$ cat src/rtl/ripple_alu_pkg.sv
// Package: control codes shared by the ALU and its users.
// Assumes bit 2 is invert-B and bits 1:0 index the cell result mux.
package ripple_alu_pkg;
    typedef enum logic [2:0] {
        CTRL_AND = 3'b000,
        CTRL_OR  = 3'b001,
        CTRL_ADD = 3'b010,
        CTRL_SUB = 3'b110,
        CTRL_SLT = 3'b111
    } alu_ctrl_e;

    localparam int unsigned MUX_AND  = 0;
    localparam int unsigned MUX_OR   = 1;
    localparam int unsigned MUX_SUM  = 2;
    localparam int unsigned MUX_LESS = 3;
endpackage

$ cat src/rtl/alu_bit_slice.sv
// One-bit ALU cell: optional B inversion, AND, OR, full adder and a
// 4-way result mux indexed by op_i. Assumes the carry chain is acyclic.
module alu_bit_slice
    import ripple_alu_pkg::*;
(
    input  logic       a_i,
    input  logic       b_i,
    input  logic       carry_i,
    input  logic       binv_i,
    input  logic [1:0] op_i,
    input  logic       less_i,
    output logic       res_o,
    output logic       sum_o,
    output logic       carry_o
);
    logic b_sel;
    logic and_bit;
    logic or_bit;

    // Purpose: operand conditioning, logic gates and full adder.
    always_comb begin
        b_sel   = binv_i ? ~b_i : b_i;
        and_bit = a_i & b_sel;
        or_bit  = a_i | b_sel;
        sum_o   = a_i ^ b_sel ^ carry_i;
        carry_o = (a_i & b_sel) | (carry_i & (a_i ^ b_sel));
    end

    // Purpose: pick this cell's result bit.
    always_comb begin
        unique case (op_i)
            2'(MUX_AND): res_o = and_bit;
            2'(MUX_OR):  res_o = or_bit;
            2'(MUX_SUM): res_o = sum_o;
            default:     res_o = less_i;
        endcase
    end
endmodule

$ cat src/rtl/alu_msb_flags.sv
// Sign-cell flag logic: overflow from the carries around the top cell,
// and the overflow-corrected sign used for set-on-less-than.
module alu_msb_flags (
    input  logic carry_into_msb_i,
    input  logic carry_out_msb_i,
    input  logic sum_msb_i,
    output logic ovf_o,
    output logic set_o
);
    // Purpose: derive overflow and the true sign of the adder result.
    always_comb begin
        ovf_o = carry_into_msb_i ^ carry_out_msb_i;
        set_o = sum_msb_i ^ ovf_o;
    end
endmodule

$ cat src/rtl/alu_zero_detect.sv
// Zero detector: high when every bit of the word is low.
module alu_zero_detect #(
    parameter int unsigned WIDTH = 32
) (
    input  logic [WIDTH-1:0] word_i,
    output logic             zero_o
);
    // Purpose: reduce the word to one flag.
    always_comb zero_o = ~(|word_i);
endmodule

$ cat src/rtl/ripple_alu.sv
// Top: WIDTH one-bit cells in a ripple-carry chain. The set bit of the
// sign cell loops back to cell 0's less input; the others see 0.
// Assumes WIDTH >= 2. Purely combinational, so it has no clock or reset.
module ripple_alu
    import ripple_alu_pkg::*;
#(
    parameter int unsigned WIDTH = 32
) (
    input  logic [31:0] a_i,
    input  logic [31:0] b_i,
    input  logic [2:0]  ctrl_i,
    output logic [31:0] result_o,
    output logic        zero_o,
    output logic        ovf_o,
    output logic        set_o
);
    localparam int unsigned MSB = WIDTH - 1;

    logic [WIDTH:0]   carry_w;
    logic [WIDTH-1:0] sum_w;
    logic [WIDTH-1:0] res_w;
    logic             binv;
    logic [1:0]       op_idx;

    // Purpose: split the control word.
    always_comb begin
        binv   = ctrl_i[2];
        op_idx = ctrl_i[1:0];
    end

    assign carry_w[0] = binv;

    genvar gi;
    generate
        for (gi = 0; gi < WIDTH; gi++) begin : g_cell
            logic less_in;
            if (gi == 0) begin : g_lsb
                assign less_in = set_o;
            end else begin : g_rest
                assign less_in = 1'b0;
            end
            alu_bit_slice u_cell (
                .a_i     (a_i[gi]),
                .b_i     (b_i[gi]),
                .carry_i (carry_w[gi]),
                .binv_i  (binv),
                .op_i    (op_idx),
                .less_i  (less_in),
                .res_o   (res_w[gi]),
                .sum_o   (sum_w[gi]),
                .carry_o (carry_w[gi+1])
            );
        end
    endgenerate

    alu_msb_flags u_flags (
        .carry_into_msb_i (carry_w[MSB]),
        .carry_out_msb_i  (carry_w[WIDTH]),
        .sum_msb_i        (sum_w[MSB]),
        .ovf_o            (ovf_o),
        .set_o            (set_o)
    );

    alu_zero_detect #(.WIDTH(WIDTH)) u_zero (
        .word_i (res_w),
        .zero_o (zero_o)
    );

    assign result_o = res_w;

    // Purpose: guard the chain against behavioural arithmetic.
    always_comb begin

        and_result_chk: assert (ctrl_i != CTRL_AND || result_o == (a_i & b_i))
            else $error("and result mismatch");

        add_chain_chk: assert (binv || sum_w == a_i + b_i)
            else $error("adder chain sum mismatch");

        sub_chain_chk: assert (!binv || sum_w == a_i - b_i)
            else $error("subtract chain mismatch");

        slt_result_chk: assert (ctrl_i != CTRL_SLT ||
                                result_o == {31'b0, ($signed(a_i) < $signed(b_i))})
            else $error("set-on-less-than mismatch");

        add_overflow_chk: assert (ctrl_i != CTRL_ADD ||
                                  ovf_o == ((a_i[31] == b_i[31]) && (result_o[31] != a_i[31])))
            else $error("add overflow mismatch");

        zero_flag_chk: assert (!zero_o || result_o == 32'd0)
            else $error("zero flag set on nonzero result");
    end
endmodule

$ cat config.mk
export PLATFORM = sky130hd
export DESIGN_NAME = ripple_alu
export DESIGN_NICKNAME = d
export VERILOG_FILES = /design/src/rtl/ripple_alu_pkg.sv /design/src/rtl/alu_bit_slice.sv /design/src/rtl/alu_msb_flags.sv /design/src/rtl/alu_zero_detect.sv /design/src/rtl/ripple_alu.sv
export SDC_FILE = /design/constraint.sdc
export NUM_CORES = 1
export LEC_CHECK = 0
export ABC_CLOCK_PERIOD_IN_PS = 35800
export BUFFER_PORTS_ARGS = -buffer_cell sky130_fd_sc_hd__buf_4
export CAP_MARGIN = 20
export CORE_MARGIN = 2
export CORE_UTILIZATION = 50
export DETAILED_ROUTE_END_ITERATION = 8
export GPL_TIMING_DRIVEN = 0
export PLACE_DENSITY = 0.8
export SYNTH_ARGS = -nofsm -noshare
export SYNTH_HDL_FRONTEND = slang
export SYNTH_SLANG_ARGS = --single-unit
$ cat constraint.sdc
create_clock -name vclk -period 35.8
set_input_delay 0 -clock vclk [all_inputs]
set_output_delay 0 -clock vclk [all_outputs]
set_load 0.1 [all_outputs]
# Word level (Yosys, flattened, before mapping)
# Index checks and enable logic that the tools add are counted.
# classes
eq_ne	2
muxes	64
n_bitwise	227
reduce_logical	2
# op_table
cell	n
case mux 1 bit (3 select lines)	32
bitwise XOR 1 bit	66
bitwise AND 1 bit	64
OR 1 bit	64
inverter 1 bit	33
two-way mux 1 bit	32
OR reduction 32 bit	1
equality test 2 x 1 -> 1 bit, second input constant	1
equality test 2 bit, second input constant	1
logical NOT 2 bit	1
# word_totals
register_bits	0
input_bits	67
out_inout_bits	35

# Longest topological paths before layout
# Gate-level depths: netlist of the first run.
# depth
depth_word	72
mapped_depth	41
ltp_nobuf	39

# Modules after synthesis
# Synthesis of the first run repeated with hierarchy kept, for this count alone.
# hier_totals
cells_unflattened	366
area_unflattened_um2	3271.9
# by_module_without_submodules
mod	n_inst	cells_each	area_per_inst_um2	seq_area_each_um2
alu_bit_slice	32	11	98.8	0.0
alu_zero_detect	1	11	72.6	0.0
alu_msb_flags	1	2	32.5	0.0
ripple_alu	1	1	3.8	0.0

# Worst setup path before layout of the first run
# Ideal clock, no wire load.
# synth_path
path_type	input port to output port
startpoint	input port ctrl_i[2]
endpoint	output port zero_o
arrival_ns	14.616
setup_slack_ns	21.184
stages	41
path_buffers	2
cell_sequence	clkbuf_1 -> buf_2 -> xor2_1 -> fa_1 -> fa_1 -> fa_1 -> fa_1 -> fa_1 -> fa_1 -> fa_1 -> fa_1 -> fa_1 -> fa_1 -> fa_1 -> fa_1 -> fa_1 -> fa_1 -> fa_1 -> [5 not listed] -> fa_1 -> fa_1 -> fa_1 -> fa_1 -> fa_1 -> fa_1 -> fa_1 -> fa_1 -> inv_1 -> fa_1 -> fa_1 -> inv_1 -> fa_1 -> mux2i_1 -> o22ai_1 -> nor4_1 -> nand4_1 -> nor4_2
# synth_rtl
item	line_no	source
from (decl)	ripple_alu.sv:11	input logic [2:0] ctrl_i,
two-way mux 1 bit	alu_bit_slice.sv:22	b_sel = binv_i ? ~b_i : b_i;
bitwise XOR 1 bit	alu_bit_slice.sv:26	carry_o = (a_i & b_sel) | (carry_i & (a_i ^ b_sel));
bitwise AND 1 bit	alu_bit_slice.sv:26	
OR 1 bit	alu_bit_slice.sv:26	
bitwise AND 1 bit	alu_bit_slice.sv:26	
OR 1 bit	alu_bit_slice.sv:26	
bitwise AND 1 bit	alu_bit_slice.sv:26	
OR 1 bit	alu_bit_slice.sv:26	
[53 not listed]	--	
OR 1 bit	alu_bit_slice.sv:26	
bitwise AND 1 bit	alu_bit_slice.sv:26	
OR 1 bit	alu_bit_slice.sv:26	
bitwise XOR 1 bit	alu_bit_slice.sv:25	sum_o = a_i ^ b_sel ^ carry_i;
case mux 1 bit (3 select lines) *	alu_bit_slice.sv:31	unique case (op_i)
via g_cell[31].u_cell.res_o	alu_bit_slice.sv:12	output logic res_o,
OR reduction 32 bit *	alu_zero_detect.sv:9	always_comb zero_o = ~(|word_i);
inverter 1 bit *	alu_zero_detect.sv:9	
to (decl)	ripple_alu.sv:13	output logic zero_o,
# Mark *: on every way through the listed nets, which the timed path passes. The rest lies on a longest branch.

# Worst setup path after layout of the first run
# Ends and elaborated chain as after synthesis.

==> impl_metrics.yaml, run 1 <==
detailed_routing:
  drc_errors: 0
  wire_per_inst_um: 13.5
  drt_wl_total_um: 6760
  antenna_left: 0
  drt_pre_antenna_iters: 4
  via_per_inst: 4.76
  via_count: 2380
  drt_iter0_drc: 44
logic_synthesis:
  synth_area_per_cell_um2: 9.15
  yosys.area_share.simple: 0.0357
  synth-xor-area-share: 0.0998
  synth_cell_types: 24
  synth_top_family_by_area: "adder cells"
  synth_mux_area_frac: 0.109
  synth-compound-area-share: 0.0701
  synthesis.nets: 489
  synthTopCellsByArea: "ha_1 27%, fa_1 21%, mux2i_1 9.7%"
  synthAdderAreaFrac: 0.483
  ys_warn_count: 0
  synth_top_cell_by_area: "ha_1"
  syn-instance-count: 326
  synth.most_common_cell: "inv_1"
  synth-seq-area-share: 0
  synth_common_cells: "65 x inv_1, 64 x ha_1, 36 x buf_4"
  synth.cell_area_um2: 2980
  yosys.area.top_type_share: 0.268
cts:
  cts_resized: 0
  hold_buffers: 0
  cts_setup_buffers: 0
global_routing:
  track_usage: 0.206
  grt_pass1_vias: 2397
  grtUsageMet3: 0.0178
  grt_use_met2: 0.397
  antenna_found_initial: 0
  met1_usage: 0.262
  grt_pass1_wl_um: 10700
  overflow: 0
  grt_max_degree: 11
  busiest_layer: "met2"
placed_design:
  port_buffers: 99
  place_area_um2: 3820
  globalplace.congestion: 0.821
  dp_hpwl_um: 5820
floorplanning:
  start_util: 0.510
  die_h_um: 81.2
  core_um2: 5850
  die_w_um: 81.2
  die_area_um2: 6600
  rows: 28
  io_pins: 102
timing:
  tightest_slew_ns: 0.581
  fin_crit_ns: 14.59
  setup_violations: 0
  period_share: 0.407
  rsz0062_at_grt: "no"
  max-slew-margin-rel: 0.612
  hold_viol_final: 0
  slew_viol_final: 0
  fmax_mhz: 68.5
  fin_tns_setup_ns: 0
final_layout:
  seq_cells: 0
  fill_cells: 491
  area_delta_synth_final_pct: 28.1
  drive_above_1_share: 0.351
  area.sequential_um2: 0
  antennaDiodeCount: 0
  n_clock_buffer: 0
  layout.nets: 590
  fin_area_um2: 3820
power_and_ir_drop:
  power_mw: 0.111
  worst_ir_drop_vdd_uv: 26.4
  powerDensity_nw_per_um2: 29.1
  leakagePower_nw: 2.18
setup_path:
  worstPathMaxFanout: 10
  cp.required_ns: 35.80
  path_common_cell: "fa_1"
  worstPathArrival_ns: 14.59
  critPathCaptureType: "primary output"
  max_stage_delay_ns: 0.45
  start_kind: "input pin"
  path_class: "input pin to primary output"
  crit_slowest_cell: "fa_1"
job:
  maxCapViolations: 0
min_path:
  holdPathEnd: "ovf_o"
  hold_class: "input pin to primary output"
  hold_start: "a_i[31]"
  hold_depth: 4
status:
  status: "finished clean"
==> per-stage QoR <==
step | util | std cells | hold slack, ns | worst slack [ns]
global placement | 0.653 | 500 | 0.589 | 21.32
CTS | 0.653 | 500 | 0.573 | 21.22
finish | 0.653 | 500 | 0.572 | 21.21
floorplan | - | 326 | 0.481 | 21.18
global route | 0.653 | 500 | 0.603 | 20.62
detailed placement | 0.653 | 500 | 0.570 | 21.31
==> critical path: cells and delay by family <==
family                     cells  cell delay [ns]
buffers and inverters          5             1.21
adders and majority gates     31            12.08
and+or+nand+nor                3             0.83
muxes                          1             0.14
AOI/OAI and AO/OA              1             0.13
xor gates and xnor gates       1             0.18
==> power by group <==
group	total, mW	internal (mW)	switching [mW]
sequential	0	0	0
combinational	0.111	0.0363	0.0748
clock	0	0	0
==> how the worst max path moves through the flow <==
stage                     startpoint     end  slack, ns
after floorplan            ctrl_i[2]  zero_o      21.18
after global placement     ctrl_i[2]  zero_o      21.32
after detailed placement   ctrl_i[2]  zero_o      21.31
after CTS                  ctrl_i[2]  zero_o      21.22
after global routing       ctrl_i[2]  zero_o      20.62
final                      ctrl_i[2]  zero_o      21.21
==> cells by family (layout without fill, tap and decap cells) <==
family	count (synthesis)	after routing
AOI/OAI and AO/OA	33	33
xor gates and xnor gates	34	34
adders and majority gates	96	96
buffers and inverters	115	214
muxes	31	31
and+or+nand+nor	17	17
==> cell type report <==
| cell class | instances | area (µm²) | area share |
|---|---|---|---|
| Multi-Input combinational cell | 211 | 2380 | 0.623 |
| Buffer | 47 | 349 | 0.0914 |
| Tap cell | 75 | 93.8 | 0.0246 |
| Inverter | 68 | 255 | 0.0668 |
| Timing Repair Buffer | 99 | 743 | 0.195 |
==> layout by cell type (no fill, tap or decap), drive strengths merged, types with 2 or more instances in the layout <==
master,n
clkbuf,3
buf,143
o21ai,2
nand2,2
nor2b,4
nor4,8
mux2i,29
o31a,2
ha,64
fa,32
inv,68
o22ai,29
xor2,33
==> routing by layer <==
metal | up-vias | part of all wire | routed length [µm]
met4 | 0 | 0 | 0
li1 | 1181 | - | -
met2 | 63 | 0.51 | 3480
met1 | 1136 | 0.43 | 2910
met3 | 0 | 0.055 | 375
met5 | - | 0 | 0
No activity file was read; power rests on OpenSTA's default activity.
==> run 2: changes to the inputs <==
- ABC_CLOCK_PERIOD_IN_PS: 35800 -> 14630
- clock period: 35.8 -> 14.63 ns (I/O delays scaled with it)
==> run 2 against run 1 <==
  * Critical endpoint unchanged
  * Largest power group unchanged
  * Routed wire length hardly changed
  * Power is 150% higher
  * Hold slack worse by 0.00073 ns
  * Combinational power is 150% higher
  * Design area is 0.52% higher
  * Global-route usage stayed put
  * Non-clock buffer count stayed put
  * Utilization is 0.34 points higher
  * Critical path depth stayed put
  * Sequential share of layout area stayed put
==> impl_metrics.yaml, run 2 (synthesized netlist as in run 1, its figures left out) <==
power_and_ir_drop:
  worst_ir_drop_vdd_uv: 64.6
  powerDensity_nw_per_um2: 71.0
  leakagePower_nw: 2.19
setup_path:
  path_class: "input pin to primary output"
  path_common_cell: "fa_1"
  cp.required_ns: 14.63
  crit_slowest_cell: "fa_1"
  cp_num_buf_inv: 5
  start_kind: "input pin"
  worstPathMaxFanout: 10
  max_stage_delay_ns: 0.42
  worstPathArrival_ns: 14.01
  crit_family: "adder cells"
  critPathCaptureType: "primary output"
placed_design:
  globalplace.congestion: 0.821
  dp_hpwl_um: 5820
  place_area_um2: 3820
  port_buffers: 99
  dp_cells: 500
  post-place-ws_ns: 0.139
min_path:
  hold_class: "input pin to primary output"
timing:
  hold_viol_final: 0
  layout_setup_ws_ns: 0.619
  tightest_slew_ns: 0.589
  max-slew-margin-rel: 0.608
  fin_tns_setup_ns: 0
  slew_viol_final: 0
  fmax_mhz: 71.4
  period_share: 0.958
  setup_violations: 0
  rsz0062_at_grt: "no"
  fin_crit_ns: 14.01
floorplanning:
  die_h_um: 81.2
  rows: 28
  io_pins: 102
  core_um2: 5850
  die_w_um: 81.2
  die_area_um2: 6600
  start_util: 0.510
detailed_routing:
  drc_errors: 0
  via_count: 2385
  drt_iter0_drc: 47
  via_per_inst: 4.77
  wire_per_inst_um: 13.5
  drt_wl_total_um: 6760
  drt_pre_antenna_iters: 4
  antenna_left: 0
global_routing:
  overflow: 0
  grt_pass1_wl_um: 10700
  grt_pass1_vias: 2397
  grt_max_degree: 11
  antenna_found_initial: 0
  track_usage: 0.206
cts:
  cts_setup_buffers: 0
  hold_buffers: 0
  cts_resized: 0
final_layout:
  n_clock_buffer: 0
  area.sequential_um2: 0
  seq_cells: 0
  mostFrequentLayoutCells: "135 x buf_4, 65 x inv_1, 64 x ha_1, 33 x xor2_1, 32 x fa_1"
  fin_area_um2: 3840
  final_common_cell: "buf_4"
  area_delta_synth_final_pct: 28.7
  layout.nets: 590
  final_cells: 500
  antennaDiodeCount: 0
  drive_above_1_share: 0.355
status:
  status: "finished clean"
job:
  maxCapViolations: 0
-- run 2: final timing paths --
path	startpoint	to	slack (ns)	depth (start not counted)
worst max-delay path	ctrl_i[2]	zero_o	0.62	42
worst min-delay path	a_i[31]	ovf_o	0.57	4
-- run 2: metal layers --
layer / vias up / global-route usage / routed length, µm
met5: - / 0 / 0
met4: 0 / 0.00678 / 0
met3: 0 / 0.0178 / 379
met2: 63 / 0.397 / 3490
met1: 1140 / 0.262 / 2890
li1: 1182 / - / -
-- run 2: power breakdown --
| part | internal, mW | switching (mW) | total [mW] |
|---|---|---|---|
| clock | 0 | 0 | 0 |
| sequential | 0 | 0 | 0 |
| combinational | 0.0893 | 0.183 | 0.273 |
-- run 2: layout make-up --
class / count / area [µm²]
well taps: 75 / 93.8
repair buffers: 99 / 747
inverters: 68 / 255
plain buffers: 47 / 359
fillers: 490 / 2010
multi-input cells: 211 / 2380
-- run 2: per-stage QoR --
step,utilization,power (mW),hold WS [ns]
2_1_floorplan,-,0.211,0.481
4_1_cts,0.653,0.274,0.573
3_3_place_gp,0.653,0.266,0.589
3_5_place_dp,0.653,0.274,0.570
6_report,0.656,0.273,0.572
5_1_grt,0.656,0.293,0.603
==> run 3: changes to the inputs <==
- REMOVE_ABC_BUFFERS: default -> 1
==> run 3 against run 2 <==
  * Non-clock buffer count shrank 43
  * Hold slack improved by 0.011 ns
  * Via count shrank 6.3%
  * Routed wire length decreased by 14%
  * Critical path depth decreased by 1
  * Power down 8.6%
  * Utilization down 5.4 points
  * Maximum frequency grew 0.34%
  * Final cell count is 8.6% lower
  * Largest power group unchanged
  * Highest routed layer is now met4
==> impl_metrics.yaml, run 3 (synthesized netlist as in run 1, its figures left out) <==
final_layout:
  area.sequential_um2: 0
  mostFrequentLayoutCells: "100 x buf_4, 65 x inv_1, 64 x ha_1, 33 x xor2_1, 32 x fa_1"
  fill_cells: 494
  n_clock_buffer: 0
  area_delta_synth_final_pct: 18.2
  final_common_cell: "buf_4"
  layout.nets: 547
  seq_cells: 0
  antennaDiodeCount: 0
  final_cells: 457
  drive_above_1_share: 0.288
  multi_input_area_um2: 2380
detailed_routing:
  wire_per_inst_um: 12.7
  drt_pre_antenna_iters: 4
  drt_iter0_drc: 38
  antenna_left: 0
  drc_errors: 0
  via_per_inst: 4.89
  via_count: 2234
  drt_wl_total_um: 5810
placed_design:
  post-place-ws_ns: 0.295
  dp_cells: 457
  dp_hpwl_um: 4870
  port_buffers: 102
  globalplace.congestion: 0.745
floorplanning:
  io_pins: 102
  start_util: 0.510
  rows: 28
  die_h_um: 81.2
  core_um2: 5850
  die_area_um2: 6600
  die_w_um: 81.2
timing:
  whs_ns: 0.582
  fin_crit_ns: 13.96
  rsz0062_at_grt: "no"
  layout_setup_ws_ns: 0.667
  hold_viol_final: 0
  max-slew-margin-rel: 0.568
  slew_viol_final: 0
  tightest_slew_ns: 0.648
  fmax_mhz: 71.6
  fin_tns_setup_ns: 0
  setup_violations: 0
  period_share: 0.954
global_routing:
  antenna_found_initial: 0
  grt_pass1_vias: 2211
  grt_pass1_wl_um: 9540
  overflow: 0
  grt_max_degree: 38
  track_usage: 0.178
setup_path:
  critical_path_depth: 41
  critPathCaptureType: "primary output"
  start_kind: "input pin"
  cp-endpoint: "zero_o"
  max_stage_delay_ns: 0.46
  cp.required_ns: 14.63
  worstPathArrival_ns: 13.96
  cp_num_buf_inv: 4
  crit_slowest_cell: "fa_1"
  path_common_cell: "fa_1"
  crit_family: "adder cells"
  crit_start: "ctrl_i[2]"
  worstPathMaxFanout: 34
  path_class: "input pin to primary output"
power_and_ir_drop:
  pwr-share-clk: 0
  leakagePower_nw: 1.98
  p_seq_frac: 0
  p_sw_mw: 0.177
  swShare: 0.712
  powerDensity_nw_per_um2: 70.7
  internal_power_mw: 0.0719
  pwr-share-comb: 1.000
  worst_ir_drop_vdd_uv: 60.2
  power_mw: 0.249
job:
  maxCapViolations: 0
cts:
  hold_buffers: 0
status:
  status: "finished clean"
min_path:
  hold_class: "input pin to primary output"
  hold_depth: 4
## run 3: per-layer routing
metal | share of wire | vias up | GRT usage
met5 | 0 | - | 0
li1 | - | 1099 | -
met3 | 0.038 | 2 | 0.00778
met2 | 0.55 | 50 | 0.358
met1 | 0.41 | 1083 | 0.217
met4 | 0.0029 | 0 | 0.00508
## run 3: worst min path at each step
stage | start | to
2_1_floorplan | ctrl_i[0] | result_o[29]
3_3_place_gp | a_i[31] | ovf_o
3_5_place_dp | a_i[31] | ovf_o
4_1_cts | a_i[31] | ovf_o
5_1_grt | a_i[31] | ovf_o
6_report | a_i[31] | ovf_o
## run 3: stage by stage
| step | util | cell area (µm²) |
|---|---|---|
| 2_1_floorplan | - | 2630 |
| 3_3_place_gp | 0.597 | 3490 |
| 3_5_place_dp | 0.600 | 3510 |
| 4_1_cts | 0.600 | 3510 |
| 5_1_grt | 0.603 | 3530 |
| 6_report | 0.603 | 3530 |
## run 3: power by group through the flow
stage	sequential, mW	combinational [mW]	clock [mW]
6_report	0	0.249	0
2_1_floorplan	0	0.185	0
4_1_cts	0	0.251	0
3_3_place_gp	0	0.243	0
5_1_grt	0	0.269	0
3_5_place_dp	0	0.251	0
## run 3: layout make-up
| type | count | share of cell area |
|---|---|---|
| repair buffers | 103 | 0.225 |
| multi-input cells | 211 | 0.676 |
| well taps | 75 | 0.0266 |
| inverters | 68 | 0.0724 |
## run 3: worst min-delay path: cells and delay by family
kind,cells,cell delay (ns)
adders and majority gates,1,0.18
buffers and inverters,2,0.34
xor gates and xnor gates,1,0.07
## run 3: what timing repair did
item / in CTS / in global routing
endpoints found under the setup margin: 0 / 1
hold endpoints to repair: 0 / 0
setup buffers: 0 / 0
resized for setup: 0 / 5
